==> src/rtl/sc_ctrl_pkg.sv <==
package sc_ctrl_pkg;
  localparam int OP_W   = 6;
  localparam int FN_W   = 6;
  localparam int AOP_W  = 2;
  localparam int ALUF_W = 3;

  typedef enum logic [OP_W-1:0] {
    OPC_REG  = 6'b000000,
    OPC_JUMP = 6'b000010,
    OPC_BEQ  = 6'b000100,
    OPC_ADDI = 6'b001000,
    OPC_LOAD = 6'b100011,
    OPC_STOR = 6'b101011
  } opc_e;

  typedef enum logic [FN_W-1:0] {
    FN_ADD = 6'b100000,
    FN_SUB = 6'b100010,
    FN_AND = 6'b100100,
    FN_OR  = 6'b100101,
    FN_SLT = 6'b101010
  } fn_e;

  // operation class handed from main decoder to arithmetic decoder
  localparam logic [AOP_W-1:0] CLS_ADD = 2'b00;
  localparam logic [AOP_W-1:0] CLS_SUB = 2'b01;
  localparam logic [AOP_W-1:0] CLS_FN  = 2'b10;

  localparam logic [ALUF_W-1:0] ALU_AND = 3'b000;
  localparam logic [ALUF_W-1:0] ALU_OR  = 3'b001;
  localparam logic [ALUF_W-1:0] ALU_ADD = 3'b010;
  localparam logic [ALUF_W-1:0] ALU_NONE = 3'b011;
  localparam logic [ALUF_W-1:0] ALU_SUB = 3'b110;
  localparam logic [ALUF_W-1:0] ALU_SLT = 3'b111;

  typedef struct packed {
    logic rf_we;
    logic dst_sel_rd;
    logic alu_b_imm;
    logic br_en;
    logic mem_we;
    logic wb_from_mem;
    logic jmp_en;
    logic [AOP_W-1:0] cls;
  } ctrl_t;
endpackage

==> src/rtl/sc_main_dec.sv <==
module sc_main_dec
  import sc_ctrl_pkg::*;
(
  input  logic [OP_W-1:0] op_code,
  output ctrl_t           ctrl
);
  always_comb begin
    ctrl = '0;
    ctrl.cls = CLS_ADD;
    case (op_code)
      OPC_REG: begin
        ctrl.rf_we      = 1'b1;
        ctrl.dst_sel_rd = 1'b1;
        ctrl.cls        = CLS_FN;
      end
      OPC_LOAD: begin
        ctrl.rf_we       = 1'b1;
        ctrl.alu_b_imm   = 1'b1;
        ctrl.wb_from_mem = 1'b1;
      end
      OPC_STOR: begin
        ctrl.mem_we    = 1'b1;
        ctrl.alu_b_imm = 1'b1;
      end
      OPC_BEQ: begin
        ctrl.br_en = 1'b1;
        ctrl.cls   = CLS_SUB;
      end
      OPC_ADDI: begin
        ctrl.rf_we     = 1'b1;
        ctrl.alu_b_imm = 1'b1;
      end
      OPC_JUMP: begin
        ctrl.jmp_en = 1'b1;
      end
      default: ctrl = '0;
    endcase
  end
endmodule

==> src/rtl/sc_alu_dec.sv <==
module sc_alu_dec
  import sc_ctrl_pkg::*;
(
  input  logic [AOP_W-1:0]  cls,
  input  logic [FN_W-1:0]   fn_code,
  output logic [ALUF_W-1:0] alu_fn
);
  always_comb begin
    if (cls[0]) begin
      alu_fn = ALU_SUB;
    end else if (cls[1]) begin
      case (fn_code)
        FN_ADD:  alu_fn = ALU_ADD;
        FN_SUB:  alu_fn = ALU_SUB;
        FN_AND:  alu_fn = ALU_AND;
        FN_OR:   alu_fn = ALU_OR;
        FN_SLT:  alu_fn = ALU_SLT;
        default: alu_fn = ALU_NONE;
      endcase
    end else begin
      alu_fn = ALU_ADD;
    end
  end
endmodule

==> src/rtl/sc_ctrl_decoder.sv <==
module sc_ctrl_decoder
  import sc_ctrl_pkg::*;
(
  input  logic [OP_W-1:0]   op_code,
  input  logic [FN_W-1:0]   fn_code,
  output logic              rf_we,
  output logic              dst_sel_rd,
  output logic              alu_b_imm,
  output logic              br_en,
  output logic              mem_we,
  output logic              wb_from_mem,
  output logic              jmp_en,
  output logic [ALUF_W-1:0] alu_fn
);
  ctrl_t ctl;

  sc_main_dec u_main (
    .op_code (op_code),
    .ctrl    (ctl)
  );

  sc_alu_dec u_alu (
    .cls     (ctl.cls),
    .fn_code (fn_code),
    .alu_fn  (alu_fn)
  );

  assign rf_we       = ctl.rf_we;
  assign dst_sel_rd  = ctl.dst_sel_rd;
  assign alu_b_imm   = ctl.alu_b_imm;
  assign br_en       = ctl.br_en;
  assign mem_we      = ctl.mem_we;
  assign wb_from_mem = ctl.wb_from_mem;
  assign jmp_en      = ctl.jmp_en;
endmodule

==> config.mk <==
export PLATFORM = sky130hd
export DESIGN_NAME = sc_ctrl_decoder
export DESIGN_NICKNAME = d
export VERILOG_FILES = /design/src/rtl/sc_ctrl_pkg.sv /design/src/rtl/sc_main_dec.sv /design/src/rtl/sc_alu_dec.sv /design/src/rtl/sc_ctrl_decoder.sv
export SDC_FILE = /design/constraint.sdc
export NUM_CORES = 1
export LEC_CHECK = 0
export ABC_AREA = 0
export BUFFER_PORTS_ARGS = -buffer_cell sky130_fd_sc_hd__clkbuf_2
export CORE_AREA = 5 5 42 44
export DETAILED_ROUTE_END_ITERATION = 8
export DIE_AREA = 0 0 47 49
export GPL_ROUTABILITY_DRIVEN = 1
export PLACE_DENSITY = 0.51
export SLEW_MARGIN = 40
export SYNTH_ARGS = -nofsm -noshare
export SYNTH_HDL_FRONTEND = slang
export SYNTH_HIERARCHICAL = 1
export SYNTH_SLANG_ARGS = --single-unit
==> constraint.sdc <==
create_clock -name vclk -period 1.4
set_clock_uncertainty 0.05 [all_clocks]
set_input_delay 0.07 -clock vclk [all_inputs]
set_output_delay 0.07 -clock vclk [all_outputs]
set_load 0.05 [all_outputs]
==> reports/qor.yml, run 1 <==
final-hold-violation-count: 0
instances_no_fill: 72
period_needed_ns: 1.45
yosysSeqAreaShare_pct: 0
setup.worst_path.end_class: "output port"
stdcell_area_um2: 583
drive_gt1_share_pct: 89.3
dpl-instance-area_um2: 480
grt_pass1_vias: 346
violations: "setup timing"
drt_drc_violations_left: 0
seq_cell_count: 0
min-delay-start: "fn_code[2]"
yosysTopAreaCellShare_pct: 15.1
period_share_pct: 104
slew_violations: 0
drt_pre_antenna_iters: 1
syn_to_final_growth_pct: 235
crit_chain: "buf_6, or3_4, nor4_4, buf_4, nand2b_4, buf_6, a21oi_4, buf_8"
setup_slack_ns: -0.0518
yosys.cell_count.top_type: "nor4b_1"
slowest_stage: "or3_4"
gp_congestion: 0.744
wl_per_cell_um: 12.5
hold_class: "in -> out"
gr-usage-all-layers_pct: 7.52
power_frac_comb_pct: 100.0
power.density_nw_per_um2: 202
cp-start-kind: "input pin"
grt_max_degree: 6
antenna_found_initial: 0
clock_power_share_pct: 0
dieArea_um2: 2300
yosysWarnings: 6
cts_hold_buf: 0
netSwitchingFraction_pct: 51.4
io_pins: 22
dp_cells: 72
setup-tns-final_ns: -0.104
critPathKind: "in -> out"
switchingPower_w: 0.0000604
vias: 337
finalSetupViolCount: 3
die_x_um: 47
globalRouteOverflowTotal: 0
synthDistinctLibCells: 18
design.core.area_um2: 1400
multi_input_area_um2: 280
antennaDiodeCount: 0
path_max_fanout: 3
port_buffers: 22
syn_area_per_cell_um2: 7.56
startpoint: "op_code[0]"
dp_hpwl_um: 787
arrival_ns: 1.33
grt_pass1_wl_mm: 1.35
regArea_um2: 0
cp.required_ns: 1.28
final.fill_count: 148
ant_nets: 0
relSlewSlack_pct: 80.4
power_leakage_nw: 0.244
post_cts_buffers: 0
syn_area_um2: 174
critPathMostFrequentCell: "buf_6"
nClkBuffers: 0
tightestPinTransition_ns: 0.294
max-vdd-ir-drop_mv: 0.112
die_h_um: 49
final_nets: 70
row_count: 14
seq_power_share_pct: 0
p_int_w: 0.0000572
start_util_pct: 12.4
outcome: "finished with violations"
cp_slowest_stage_delay_ns: 0.42
netlist_instances: 23
finalWirelength_um: 898
rsz0062_at_grt: "true"
synth_area_leaders: "nor4b_1, or4b_1, a211oi_2"
min_delay_path_depth: 3
drt-initial-drc-count: 0
drv_cap: 0
fmax_ghz: 0.689
power_w: 0.000118
viasPerCell: 4.68
finish.utilization_pct: 41.6
synth.largest_area_cell: "nor4b_1"
synth_fp_nets: 35
synth_common_cells: "nor4b_1, a21oi_1, nor4_1, or4b_1"
==> logic make-up (layout without fill, tap and decap cells) <==
group | after synthesis | in the layout | synth area share (%)
AND/OR/NAND/NOR | 15 | 15 | 68.3
AO/OA/AOI/OAI | 5 | 5 | 22.3
buffers and inverters | 3 | 36 | 9.35
==> worst max-delay path: cells and delay by family <==
kind,cells,cell delay [ns]
simple gates,3,0.63
buf+inv,4,0.53
compound gates,1,0.11
==> layout by cell type (no fill, tap or decap) <==
cell type and n:
buf_8 3, nor3_4 1, nand4bb_4 1, buf_6 5, a21oi_1 1, or3_4 1, nor4b_4 1, nor4bb_2 1
a21oi_4 1, inv_1 1, clkbuf_2 14, buf_4 11, a211oi_2 1, nand2b_4 1, nand3_1 1, nand4b_1 1
nor4_4 1, buf_2 1, a31o_2 1, nor4_2 1, nor4b_2 2, or4b_1 1, or4b_4 1, buf_12 1
nor3b_1 1, a211oi_4 1
==> final cells by class <==
cell class | instances | share of cell area (%)
tap | 16 | 3.43
timing repair buffer | 35 | 47.9
inverter | 1 | 0.644
multi-input combinational | 20 | 48.1
==> routing by layer <==
layer  share of wire [%]  GRT usage (%)  vias to the layer above
met4                   0              0                        0
li1                    -              -                      164
met3                  16           2.21                        0
met2                  48           13.3                       22
met5                   0              0                        -
met1                  36           9.19                      151
==> power by group through the flow <==
stage               clock network [W]   logic, W  registers (W)
CTS                                 0   0.000110              0
detailed placement                  0   0.000101              0
finish                              0   0.000118              0
global route                        0   0.000125              0
global placement                    0   0.000100              0
floorplan                           0  0.0000397              0
==> through the flow <==
| step | setup slack [ns] | hold slack (ns) |
|---|---|---|
| after floorplan | -0.181 | 0.153 |
| after global placement | -0.242 | 0.556 |
| after detailed placement | -0.291 | 0.561 |
| after CTS | -0.0749 | 0.481 |
| after global routing | -0.110 | 0.475 |
| final | -0.0518 | 0.454 |
==> what timing repair did <==
item | 4_1_cts | 5_1_grt
cloned | 0 | 0
pin swaps | 3 | 2
endpoints found under the setup margin | 5 | 6
gates resized for setup | 14 | 10
==> worst paths after layout <==
kind / end / slack [ns]
setup / recovery: alu_fn[0] / -0.05
hold / removal: alu_fn[1] / 0.45
Note: power is estimated with default switching activity, not from simulation.
==> inputs of run 2 (changes only) <==
--- a/config.mk
+++ b/config.mk
@@ -12,6 +12,8 @@
 export DIE_AREA = 0 0 47 49
 export GPL_ROUTABILITY_DRIVEN = 1
 export PLACE_DENSITY = 0.51
+export SETUP_SLACK_MARGIN = 0.5
+export SKIP_LAST_GASP = 1
 export SLEW_MARGIN = 40
 export SYNTH_ARGS = -nofsm -noshare
 export SYNTH_HDL_FRONTEND = slang
==> run 2 against run 1 <==
The flow still finishes with violations (setup timing). First-iteration DRC count rose by 2. Power grew 30%. Flip-flop and latch count unchanged. Largest power group unchanged. Wire length grew 20%. Highest routed layer unchanged. Via count rose by 3.6%. Final cell count up 2.8%. Non-clock buffer count increased by 2. Largest cell class is now non-clock buffers. Critical endpoint is now alu_fn[1]. Die area unchanged.
==> reports/qor.yml, run 2 (synthesized netlist as in run 1, its figures left out) <==
drt_drc_violations_left: 0  # unchanged
final-hold-violation-count: 0  # unchanged
fmax_ghz: 0.664  # -3.6%
crit_chain: "buf_6, or3_4, nor4_4, buf_4, nand2b_4, nand4bb_4, clkbuf_16"
io_pins: 22  # unchanged
finalSetupViolCount: 4  # +1
period_share_pct: 108  # +3.8 points
port_buffers: 22  # unchanged
setup_slack_ns: -0.106  # -0.0539 ns
ant_nets: 0  # unchanged
drt_pre_antenna_iters: 4  # +3
drv_cap: 0  # unchanged
row_count: 14  # unchanged
relSlewSlack_pct: 82.7  # +2.3 points
final_cell_mix: "buf_4, clkbuf_2, buf_6, clkbuf_8, buf_8"
gr-usage-all-layers_pct: 9.49  # +2.0 points
cts_hold_buf: 0  # unchanged
grt_max_degree: 7  # +1
die_h_um: 49  # unchanged
arrival_ns: 1.39  # +0.06 ns
cp.required_ns: 1.28  # about the same
finalWirelength_mm: 1.08  # +20%
final_nets: 72  # +2.9%
antenna_found_initial: 0  # unchanged
syn_to_final_growth_pct: 349
dieArea_um2: 2300  # unchanged
regArea_um2: 0  # unchanged
layout_commonest_cell: "buf_4"
viasPerCell: 4.72  # +0.76%
grt_pass1_vias: 375  # +8.4%
cp_slowest_stage_delay_ns: 0.42  # about the same
dp_hpwl_um: 738  # -6.1%
path_max_fanout: 4  # +1
power_leakage_nw: 0.319  # +31%
timing.hold.ws_ns: 0.483  # +0.0299 ns
grt_pass1_wl_mm: 1.69  # +25%
gp_congestion: 0.757  # +1.7%
min_delay_path_depth: 4  # +1
slew_violations: 0  # unchanged
design.core.area_um2: 1400  # unchanged
hold_class: "in -> out"
cp-start-kind: "input pin"
drt-initial-drc-count: 2  # +2
violations: "setup timing"
setup.worst_path.end_class: "output port"
globalRouteOverflowTotal: 0  # unchanged
rsz0062_at_grt: "true"
critPathKind: "in -> out"
outcome: "finished with violations"
slowest_stage: "or3_4"
antennaDiodeCount: 0  # unchanged
die_x_um: 47  # unchanged
wl_per_cell_um: 14.5  # +16%
nClkBuffers: 0  # unchanged
seq_cell_count: 0  # unchanged
pre_cts_ws_ns: -0.342  # -0.0510 ns
max-vdd-ir-drop_mv: 0.0999  # -11%
start_util_pct: 12.4  # unchanged
drive_gt1_share_pct: 93.1  # +3.8 points
vias: 349  # +3.6%
period_needed_ns: 1.51  # +0.0539 ns
tightestPinTransition_ns: 0.259  # -0.0349 ns
power.density_nw_per_um2: 196  # -2.9%
run 2: repair_timing:
item,4_1_cts,5_1_grt
resized for setup,37,9
buffers inserted,1,3
cloned,0,0
setup endpoints to repair,10,10
pin swaps,5,2
run 2: layout make-up:
type	count	area, µm²
well taps	16	20.0
inverters	1	3.75
fillers	124	621
repair buffers	37	425
multi-input cells	20	332
run 2: routing by layer:
| layer | routed length [µm] | GRT usage (%) | share of wire (%) | vias to the layer above |
|---|---|---|---|---|
| met3 | 103 | 1.48 | 9.6 | 0 |
| met2 | 630 | 19.2 | 59 | 20 |
| met5 | 0 | 0 | 0 | - |
| met1 | 341 | 10.0 | 32 | 157 |
| li1 | - | - | - | 172 |
| met4 | 0 | 0 | 0 | 0 |
run 2: stage by stage:
step	instance area (µm²)	setup TNS [ns]	std cells	total power, W	utilization, %
global placement	517	-0.684	70	0.000109	36.9
floorplan	307	-0.167	23	0.0000517	-
CTS	716	-0.209	71	0.000139	51.1
finish	781	-0.245	74	0.000153	55.7
global route	781	-0.458	74	0.000163	55.7
detailed placement	517	-0.792	70	0.000109	36.9
run 2: worst max-delay path, delay by kind of cell:
family,cells,cell delay (ns)
buffers and inverters,3,0.46
and+or+nand+nor,4,0.86
run 2: where the power goes:
| part | switching, W | total (W) | internal [W] |
|---|---|---|---|
| clock network | 0 | 0 | 0 |
| registers | 0 | 0 | 0 |
| logic | 0.0000723 | 0.000153 | 0.0000805 |
run 2: final timing paths:
path,from,endpoint,slack (ns)
hold / removal,op_code[5],jmp_en,0.48
setup / recovery,op_code[5],alu_fn[1],-0.11
==> inputs of run 3 (changes only) <==
--- a/config.mk
+++ b/config.mk
@@ -11,11 +11,10 @@
 export DETAILED_ROUTE_END_ITERATION = 8
 export DIE_AREA = 0 0 47 49
 export GPL_ROUTABILITY_DRIVEN = 1
-export PLACE_DENSITY = 0.51
+export PLACE_DENSITY = 0.5
 export SETUP_SLACK_MARGIN = 0.5
 export SKIP_LAST_GASP = 1
 export SLEW_MARGIN = 40
 export SYNTH_ARGS = -nofsm -noshare
 export SYNTH_HDL_FRONTEND = slang
-export SYNTH_HIERARCHICAL = 1
 export SYNTH_SLANG_ARGS = --single-unit
==> run 3 against run 2 <==
The flow now finishes without violations. Via count down 10%. Global-route usage down 3.2 points. Non-clock buffer count down 8. Design area down 24%. Clock-buffer cell count unchanged. Worst setup slack better by 0.14 ns. Flip-flop and latch count unchanged. First-iteration DRC count down 100%. Synthesized cell count up 8.7%. Final cell count down 5.4%. Utilization down 13 points. Worst hold slack worse by 0.021 ns.
==> reports/qor.yml, run 3 <==
synth_fp_nets: 37  # +5.7%
final.fill_count: 148  # +19%
gr-usage-all-layers_pct: 6.26  # -3.2 points
startpoint: "op_code[3]"
synth_compound_area_share_pct: 21.4  # -0.87 points
seq_cell_count: 0  # unchanged
muxShareOfSynthArea_pct: 0  # unchanged
drt_pre_antenna_iters: 1  # -3
final_cell_mix: "clkbuf_2, buf_6, buf_8, nor3_4, buf_4"
drt_drc_violations_left: 0  # unchanged
multi_input_area_um2: 258  # -22%
yosysSeqAreaShare_pct: 0  # unchanged
synth_adder_area_share_pct: 0  # unchanged
final_nets: 68  # -5.6%
port_buffers: 22  # unchanged
dr_wl_met2_um: 437  # -31%
final-hold-violation-count: 0  # unchanged
drive_gt1_share_pct: 83.3  # -9.8 points
grt_max_degree: 7  # unchanged
layout_commonest_cell: "clkbuf_2"
drv_cap: 0  # unchanged
period_needed_ns: 1.36  # -0.142 ns
finalWirelength_um: 804  # -25%
cp_slowest_stage_delay_ns: 0.55  # +0.13 ns
vias: 313  # -10%
synth.largest_area_cell: "nor2_1"
yosysTopAreaCellShare_pct: 11.9  # -3.2 points
cts_hold_buf: 0  # unchanged
wl_per_cell_um: 11.5  # -21%
crit_chain: "buf_6, or4_4, nor3_4, a21boi_2, clkbuf_8"
setup.worst_path.end_class: "output port"
nClkBuffers: 0  # unchanged
grt_pass1_vias: 287  # -23%
start_util_pct: 11.2  # -1.2 points
grt_pass1_wl_mm: 1.19  # -30%
path_max_fanout: 3  # -1
top_layer: "met3"
viasPerCell: 4.47  # -5.2%
pre_cts_ws_ns: -0.0538  # +0.288 ns
slowest_stage: "or4_4"
max-vdd-ir-drop_mv: 0.0936  # -6.3%
synthDistinctLibCells: 16  # -2
relSlewSlack_pct: 76.8  # -5.9 points
finish.utilization_pct: 42.5  # -13 points
synth-simple-area-share_pct: 76.2  # +7.8 points
dieArea_um2: 2300  # unchanged
io_pins: 22  # unchanged
cp-start-kind: "input pin"
antennaDiodeCount: 0  # unchanged
arrival_ns: 1.24  # -0.15 ns
regArea_um2: 0  # unchanged
power_leakage_nw: 0.247  # -23%
min-delay-start: "fn_code[2]"
yosys.cell_count.top_type: "nor2_1"
synth_common_cells: "nor2_1, nor3_1, a21oi_1, and3_1, nor3b_1"
outcome: "finished, final reports clean"
setup-tns-final_ns: 0  # +0.245 ns
rsz0062_at_grt: "true"
syn_area_um2: 158  # -9.4%
wl_met3_um: 71  # -31%
syn_to_final_growth_pct: 278
finalSetupViolCount: 0  # -4
slew_violations: 0  # unchanged
fmax_ghz: 0.733  # +10%
drt-initial-drc-count: 0  # -2
netlist_instances: 25  # +8.7%
tightestPinTransition_ns: 0.347  # +0.0876 ns
cp_top_family: "simple AND/OR/NAND/NOR gates"
syn_area_per_cell_um2: 6.31  # -17%
design.core.area_um2: 1400  # unchanged
antenna_found_initial: 0  # unchanged
synth_top_family_by_area: "simple AND/OR/NAND/NOR gates"
row_count: 14  # unchanged
synth_xor_xnor_area_share_pct: 0  # unchanged
die_h_um: 49  # unchanged
period_share_pct: 97.4  # -10 points
globalRouteOverflowTotal: 0  # unchanged
setup_slack_ns: 0.0366  # +0.142 ns
gp_congestion: 0.739  # -2.3%
hold_class: "in -> out"
synth_area_leaders: "nor2_1, nor3_4, nor3_1"
dp_hpwl_um: 628  # -15%
power.density_nw_per_um2: 196  # +0.12%
path_buf_inv: 2  # -1
die_x_um: 47  # unchanged
wl_met1_um: 295  # -13%
ant_nets: 0  # unchanged
cp.required_ns: 1.28  # about the same
yosysWarnings: 0  # -6
critPathKind: "in -> out"
-- run 3: cell types whose count changed after synthesis, sizes merged, moves of 2 or more --
cell	change
or4b	-2
a211oi	-2
nor3	+3
nor4b	-3
and3	+3
nor2	+5
-- run 3: power breakdown --
group          switching (W)  internal, W  total, W
Combinational      0.0000625    0.0000542  0.000117
Clock                      0            0         0
Sequential                 0            0         0
-- run 3: cells by family (layout without fill, tap and decap cells) --
kind of cell	count (synthesis)	after routing
buffers and inverters	1	30
AO/OA/AOI/OAI	5	5
AND/OR/NAND/NOR	19	19
-- run 3: what timing repair did --
item	CTS	global route
setup endpoints to repair	10	10
pin swaps	10	7
buffers inserted	0	1
gates resized for setup	31	12
-- run 3: final cells by class --
cell class	instances	area share [%]
multi-input cells	24	43.3
well taps	16	3.36
repair buffers	29	52.7
inverters	1	0.630
-- run 3: final timing paths --
kind	endpoint	slack, ns	depth (start not counted)
setup / recovery	alu_fn[0]	0.04	5
hold / removal	alu_fn[1]	0.46	3
-- run 3: stage by stage --
step	hold WS [ns]	cell area (µm²)	total power [W]	instances
after detailed placement	0.510	405	0.0000890	69
after CTS	0.474	558	0.000110	69
after global routing	0.490	596	0.000125	70
final	0.462	596	0.000117	70
after global placement	0.512	405	0.0000884	69
after floorplan	0.149	215	0.0000356	25
-- run 3: metal layers --
layer	vias to the layer above	GRT usage, %
li1	157	-
met1	142	8.33
met2	14	11.3
met3	0	0.369
met4	0	0
met5	-	0
-- run 3: tightest hold or removal path, delay by kind of cell --
kind	cells	cell delay, ns
buffers and inverters	2	0.25
AND/OR/NAND/NOR	1	0.12
